[src/rtl/respModPkg.sv]
package respModPkg;
  // Source-field value that selects internally generated clocks
  localparam logic [1:0] SRC_INTERNAL = 2'b10;

  // Strobes from the sequencer to the waveform datapath
  typedef struct packed {
    logic clear;    // hold step counter at zero
    logic step;     // advance one sixteenth of a period
    logic modOn;    // carrier pins may drive
    logic demodOn;  // demodulation clock may drive
  } seqStrobe_t;
endpackage

[src/rtl/respModCtrl.sv]
module respModCtrl
  import respModPkg::*;
#(
  parameter int DIV_SLOW = 4,
  parameter int DIV_FAST = 2,
  parameter int PHASE_W  = 3
) (
  input  logic               clk,
  input  logic               rstN,
  input  logic               modEn,
  input  logic               demodEn,
  input  logic [1:0]         srcMode,
  input  logic               freqSel,
  input  logic [PHASE_W-1:0] phaseCode,
  input  logic [PHASE_W:0]   phaseIdx,
  output seqStrobe_t         strobes,
  output logic [PHASE_W-1:0] lagSteps
);
  localparam int IDX_W   = PHASE_W + 1;
  localparam int DIV_MAX = (DIV_SLOW > DIV_FAST) ? DIV_SLOW : DIV_FAST;
  localparam int PRE_W   = (DIV_MAX > 1) ? $clog2(DIV_MAX) : 1;

  logic [PRE_W-1:0]   presc;
  logic [PRE_W-1:0]   divLast;
  logic               runQ;
  logic               fastQ;
  logic [PHASE_W-1:0] lagQ;
  logic               run;
  logic               live;
  logic               stepNow;
  logic               wrap;

  always_comb begin
    run     = (srcMode == SRC_INTERNAL) && (modEn || demodEn);
    live    = run && runQ;
    divLast = fastQ ? PRE_W'(DIV_FAST - 1) : PRE_W'(DIV_SLOW - 1);
    stepNow = live && (presc == divLast);
    wrap    = stepNow && (phaseIdx == {IDX_W{1'b1}});
    strobes.clear   = !live;
    strobes.step    = stepNow;
    strobes.modOn   = live && modEn;
    strobes.demodOn = live && demodEn;
  end

  always_ff @(posedge clk) begin
    if (!rstN) begin
      runQ  <= 1'b0;
      presc <= '0;
      fastQ <= 1'b0;
      lagQ  <= '0;
    end else begin
      runQ <= run;
      if (!live || stepNow) presc <= '0;
      else                  presc <= presc + 1'b1;
      // configuration is taken at start-up or at a period boundary only
      if (!runQ || wrap) begin
        fastQ <= freqSel;
        lagQ  <= phaseCode;
      end
    end
  end

  assign lagSteps = lagQ;

  // the prescaler never runs past the divide selected for this period
  a_r2_presc_bound: assert property (@(posedge clk) disable iff (!rstN)
    presc <= divLast);

  // rate and lag stay put inside a running period
  a_r8_cfg_hold: assert property (@(posedge clk) disable iff (!rstN)
    (live && !wrap) |=> ($stable(lagQ) && $stable(fastQ)));
endmodule

[src/rtl/respModPath.sv]
module respModPath
  import respModPkg::*;
#(
  parameter int PHASE_W = 3
) (
  input  logic               clk,
  input  logic               rstN,
  input  seqStrobe_t         strobes,
  input  logic [PHASE_W-1:0] lagSteps,
  output logic [PHASE_W:0]   phaseIdx,
  output logic               modPos,
  output logic               modNeg,
  output logic               demodClk
);
  localparam int IDX_W = PHASE_W + 1;

  logic [IDX_W-1:0] idx;
  logic [IDX_W-1:0] demodIdx;
  logic             carrierHigh;
  logic             demodHigh;

  always_comb begin
    carrierHigh = !idx[IDX_W-1];
    demodIdx    = idx - IDX_W'(lagSteps);
    demodHigh   = !demodIdx[IDX_W-1];
  end

  always_ff @(posedge clk) begin
    if (!rstN) begin
      idx      <= '0;
      modPos   <= 1'b0;
      modNeg   <= 1'b0;
      demodClk <= 1'b0;
    end else begin
      if (strobes.clear)     idx <= '0;
      else if (strobes.step) idx <= idx + 1'b1;
      modPos   <= strobes.modOn && carrierHigh;
      modNeg   <= strobes.modOn && !carrierHigh;
      demodClk <= strobes.demodOn && demodHigh;
    end
  end

  assign phaseIdx = idx;

  // carrier pins never overlap
  a_r3_antiphase: assert property (@(posedge clk) disable iff (!rstN)
    !(modPos && modNeg));

  // the step index moves only on a step strobe or a clear
  a_r6_idx_hold: assert property (@(posedge clk) disable iff (!rstN)
    (!strobes.step && !strobes.clear) |=> $stable(idx));
endmodule

[src/rtl/respModGen.sv]
module respModGen
  import respModPkg::*;
#(
  parameter int DIV_SLOW = 4,
  parameter int DIV_FAST = 2,
  parameter int PHASE_W  = 3
) (
  input  logic               clk,
  input  logic               rstN,
  input  logic               modEn,
  input  logic               demodEn,
  input  logic [1:0]         srcMode,
  input  logic               freqSel,
  input  logic [PHASE_W-1:0] phaseCode,
  output logic               modPos,
  output logic               modNeg,
  output logic               demodClk
);
  seqStrobe_t         strobes;
  logic [PHASE_W-1:0] lagSteps;
  logic [PHASE_W:0]   phaseIdx;

  respModCtrl #(
    .DIV_SLOW(DIV_SLOW), .DIV_FAST(DIV_FAST), .PHASE_W(PHASE_W)
  ) uCtrl (
    .clk(clk), .rstN(rstN), .modEn(modEn), .demodEn(demodEn),
    .srcMode(srcMode), .freqSel(freqSel), .phaseCode(phaseCode),
    .phaseIdx(phaseIdx), .strobes(strobes), .lagSteps(lagSteps)
  );

  respModPath #(.PHASE_W(PHASE_W)) uPath (
    .clk(clk), .rstN(rstN), .strobes(strobes), .lagSteps(lagSteps),
    .phaseIdx(phaseIdx), .modPos(modPos), .modNeg(modNeg),
    .demodClk(demodClk)
  );

  // any non-internal source value idles every output at the next edge
  a_r7_idle: assert property (@(posedge clk) disable iff (!rstN)
    (srcMode != SRC_INTERNAL) |=> (!modPos && !modNeg && !demodClk));

  // carrier enable low silences both pins
  a_r4_mod_gate: assert property (@(posedge clk) disable iff (!rstN)
    !modEn |=> (!modPos && !modNeg));

  // demodulation enable low silences the reference clock
  a_r5_demod_gate: assert property (@(posedge clk) disable iff (!rstN)
    !demodEn |=> !demodClk);
endmodule

[config.mk]
export PLATFORM = sky130hd
export DESIGN_NAME = respModGen
export DESIGN_NICKNAME = d
export VERILOG_FILES = /design/src/rtl/respModPkg.sv /design/src/rtl/respModCtrl.sv /design/src/rtl/respModPath.sv /design/src/rtl/respModGen.sv
export SDC_FILE = /design/constraint.sdc
export NUM_CORES = 1
export LEC_CHECK = 0
export BUFFER_PORTS_ARGS = -buffer_cell sky130_fd_sc_hd__buf_2
export CAP_MARGIN = 0
export CORE_MARGIN = 4
export CORE_UTILIZATION = 40
export CTS_CLUSTER_DIAMETER = 100
export CTS_CLUSTER_SIZE = 25
export DETAILED_ROUTE_END_ITERATION = 7
export PLACE_DENSITY_LB_ADDON = 0.08
export SLEW_MARGIN = 40
export SYNTH_ARGS = -nofsm -noshare
export SYNTH_HDL_FRONTEND = slang
export SYNTH_SLANG_ARGS = --single-unit
[constraint.sdc]
create_clock -name clk -period 2.1 [get_ports clk]
set_clock_uncertainty 0.2 [all_clocks]
set_input_delay 0.21 -clock clk [delete_from_list [all_inputs] [get_ports clk]]
set_output_delay 0.21 -clock clk [all_outputs]
set_load 0.05 [all_outputs]
==> Word level (Yosys, flattened, before mapping) <==
Index checks and enable logic that the tools add are counted.
{ "classes": {"div": 0, "addsub": 3, "eq_ne": 3, "magnitude_cmp": 0, "shifts": 0, "bitwise_logic": 1, "mul": 0, "n_reduce_logical": 18, "muxes": 1} }
{ "op_table": {"columns": ["operator", "count"], "rows": [
  ["logical AND 1 bit", 9],
  ["adder 4 x 1 -> 4 bit (second input constant)", 1],
  ["== test 4 bit (second input constant)", 1],
  ["logical NOT 1 bit", 4],
  ["subtractor 4 x 3 -> 4 bit", 1],
  ["logical OR 1 bit", 3],
  ["adder 2 x 1 -> 2 bit (second input constant)", 1],
  ["== test 2 bit", 1],
  ["== test 2 bit (second input constant)", 1],
  ["2-to-1 mux 2 bit", 1],
  ["AND reduction 2 bit", 1],
  ["OR reduction 2 bit", 1],
  ["NOT 1 bit", 1]
]} }
{ "word_totals": {"mem_bits_ro": 0, "n_memories": 0, "output_inout_bits": 3, "wordCells": 34, "ram_bits": 0, "latch_bits": 0, "regBits": 14} }

==> Depth between registers and ports, before layout <==
{ "logic_depth": {"depth_word": 6, "mapped_depth": 5} }

==> By module <==
Synthesis repeated with hierarchy kept, for this count alone.
{ "unflattened": {"hier_cells": 73, "hier_area_um2": 654.4} }
{ "modules_own_cells": {"columns": ["mod", "area_each_um2", "seq_area_each_um2", "n_inst", "cells_per_inst"], "rows": [
  ["respModCtrl", 345.3, 140.1, 1, 40],
  ["respModPath", 309.0, 140.1, 1, 33]
]} }

==> Worst setup path before layout <==
OpenSTA, ideal clock, no wires.
{ "synth_timing": {"path_type": "register to register", "from": "reg uCtrl.lagQ[1] (netlist: uCtrl.lagSteps[1])", "to": "reg uPath.demodClk", "path_slack_ps": 554, "path_buffers": 0, "setup_time_ps": 121, "stages_incl_launch_ff": 6, "arrival_ps": 1226, "required_time_ps": 1779, "path_cell_list": "dfxtp_1 inv_1 ha_1 a21o_1 a21oi_1 mux2_2"} }
{ "synth_between": {"elab_chain_len": 3} }
{ "synth_lines": {"columns": ["item", "line", "rtl"], "rows": [
  ["start: declaration", "respModCtrl.sv:27", "logic [PHASE_W-1:0] lagQ;"],
  ["start signal: assignment", "respModCtrl.sv:58", "lagQ <= phaseCode;"],
  ["subtractor 4 x 3 -> 4 bit", "respModPath.sv:24", "demodIdx = idx - IDX_W'(lagSteps);"],
  ["logical NOT 1 bit", "respModPath.sv:25", "demodHigh = !demodIdx[IDX_W-1];"],
  ["logical AND 1 bit", "respModPath.sv:39", "demodClk <= strobes.demodOn && demodHigh;"],
  ["end signal: assignment", "respModPath.sv:39", null],
  ["end: declaration", "respModPath.sv:13", "output logic demodClk"]
]} }
No other way between the ends.
A chain may end at the register's enable or synchronous reset.

==> Worst setup path in the final report <==
Same ends and word-level chain as after synthesis.

==> results by group <==
Synthesis
  – Synth async-reset ratio: 0
  – Prevailing post-synth register cell: dfxtp_1
  – Mean Syn Cell Area: roughly 9.5 µm²
  – Synth area leader: dfxtp_1
  – Number of synthesized flops with an enable pin: 0
  – Most instantiated cells after synthesis: dfxtp_1 (14), nand2_1 (11), nor2_1 (7), mux2i_1 (4)
  – Ys Warns: 0
  – Top-area cell type share of the netlist area: 0.447
  – Post-Synthesis Cells: 66
  – Cell Area, Synth: between 600 and 700 µm²
  – Synthesized flop and latch total: 14
  – Yosys cell types: 23
  – Most frequent cell after synthesis: dfxtp_1
  – Seq/Total Area, Yosys: 0.447
  – Synth Net Count: 79
  – Synth top area cells: dfxtp_1 (45%), nand2_1 (6.6%), mux2i_1 (6.4%)

Global routing
  – Total global-route track usage: 0.111
  – Vias in the first global route: 389
  – First-pass GRT wire length: 1660 µm
  – GR Overflow Total: 0
  – Largest net degree at the start of global routing: 11
  – Initial antenna violation count: 0

Drt
  – Drt drc: 0
  – Per-cell routed wire length: 9.82 µm
  – Routed WL: 982 µm
  – Number of DRC markers in iteration 0: 2
  – DR vias: 471
  – Drt pass-1 iters: 2
  – ANT nets after route: 0
  – Vias per cell: about 4.7

Die
  – Initial Util: 0.421
  – Die Wd: 47.6 µm
  – Number of I/O pins: 13
  – Core Rows: 14
  – Die area: 2260 µm²
  – DIE HEIGHT: 47.6 µm
  – Core ar.: 1490 µm²

Pwr
  – VDD IR max: 0.420 mV
  – Static Leak: 0.323 nW
  – Power Total: 0.456 mW
  – Pwr per Cell Area: 596 nW/µm²

Status
  – Status: finished clean

Final layout
  – Final core utilization: 0.513
  – Fraction of layout cells with a size suffix above 1: 0.226
  – Final net count: 99
  – Design Area, Final: 764 µm²
  – Layout area overhead: 22.0%
  – # diodes: 0

Placement
  – Setup WS pre-CTS: 0.512 ns
  – DPL Wire Length: 761 µm
  – Placed cell areas: approximately 700 µm²
  – PortBufs: 12
  – GP Congestion: around 0.70

Setup path
  – Critical path required time: 2.06 ns
  – Max FO, Critical Path: 2
  – Critical path class: flop to flop
  – CP peak stage delay: 0.34 ns
  – Reg2reg setup slack: 0.50 ns
  – Slowest CP cell: mux2_2
  – Worst setup SP type: flop
  – Crit path DAT: 1.57 ns
  – Crit-path cells: inv_1, ha_1, a21o_1, a21oi_1, mux2_2
  – Nature of the critical path endpoint: flop

Job
  – Max-cap violations: 0

STA
  – Setup violators final: 0
  – RSZ-0062 raised after global routing: false
  – Rel. slew slack: 0.739
  – Hold Vio Cnt, Final: 0
  – Max Slew Vio Count: 0
  – Peak Freq: 624 MHz
  – Min Tclk post-route: about 1.6 ns
  – Final period util: 0.763
  – Slew @ Worst Pin: 0.390 ns
  – Setup TNS: 0 ns
  – Final WS setup: 0.498 ns

Clock network
  – Root Buffer Master: clkbuf_4
  – H-tree levels: 1
  – Clk sinks: 14
  – Post-cts sizing count: 0
  – Clock Pin Slew Worst Setup and Hold Paths: roughly 0.070 ns
  – Worst-Skew Late Latency: 0.27 ns
  – Clock Path Buffers: 2
  – Total CTS buffers: 3
  – CTS tree: done

Min path
  – Hold Path Class: primary input to flop
where the power goes:
group          switching, mW  internal [mW]
registers            0.00398          0.271
clock network         0.0752         0.0664
logic                 0.0163         0.0229
total                 0.0955          0.360
sequential cells by signal (all words and copies together) (netlist names):
register,cells
uPath.phaseIdx,4
uCtrl.lagSteps,3
uCtrl.presc,2
uCtrl.fastQ,1
uCtrl.runQ,1
uPath.demodClk,1
uPath.modNeg,1
uPath.modPos,1
stage by stage:
stage	instances	hold WS, ns
2_1_floorplan	66	0.149
3_3_place_gp	93	0.251
3_5_place_dp	93	0.259
6_report	100	0.0170
4_1_cts	100	0.00949
5_1_grt	100	0.0132
repair_timing:
item	CTS	global route
hold buffers	4	0
buffers inserted	0	0
setup endpoints to repair	0	0
hold endpoints to repair	4	0
layer usage:
| metal | routed length (µm) | GRT usage |
|---|---|---|
| met3 | 56 | 0.0677 |
| met4 | 12 | 0.0484 |
| met2 | 424 | 0.160 |
| met1 | 488 | 0.131 |
| met5 | 0 | 0 |
placed cells by master, fill, tap and decap left out, types with 3 or more instances in the layout:
cell           count
mux2i_1            4
nand2_1           11
buf_2             12
clkbuf_4           3
dfxtp_1           14
ha_1               3
xor2_1             3
inv_1              3
nor2_1             7
a21oi_1            3
dlygate4sd3_1      4
path summary, 6_finish.rpt:
| path | start | end | cells past startpoint |
|---|---|---|---|
| max | uCtrl.lagSteps[1]$_SDFFE_PN0P_ | uPath.demodClk$_SDFF_PN0_ | 5 |
| min | modEn | uPath.modPos$_SDFF_PN0_ | 2 |
| max reg2reg | uCtrl.lagSteps[1]$_SDFFE_PN0P_ | uPath.demodClk$_SDFF_PN0_ | 5 |
| min reg2reg | uCtrl.lagSteps[2]$_SDFFE_PN0P_ | uCtrl.lagSteps[2]$_SDFFE_PN0P_ | 2 |
final cells by class:
type	instances	area, µm²
Fill cell	142	724
Multi-Input combinational cell	48	330
Sequential cell	14	280
Timing Repair Buffer	16	100
Clock buffer	3	22.5
Tap cell	16	20.0
Inverter	3	11.3
cell families (layout without fill, tap and decap cells):
group	count (synthesis)	count (layout)	synth area share
buffers and inverters	4	22	0.0259
flip-flops	14	14	0.447
adder cells (fa/ha/maj)	3	3	0.0599
XOR/XNOR	4	4	0.0679
AO/OA/AOI/OAI	5	5	0.0599
AND/OR/NAND/NOR	31	31	0.258
multiplexers	5	5	0.0818
worst max-delay path, delay by kind of cell (launching register included):
family | cells | cell delay (ns)
AOI/OAI and AO/OA | 2 | 0.31
adders and majority gates | 1 | 0.28
muxes | 1 | 0.34
DFF | 1 | 0.33
buffers and inverters | 1 | 0.04
No activity file was read; power rests on OpenSTA's default activity.
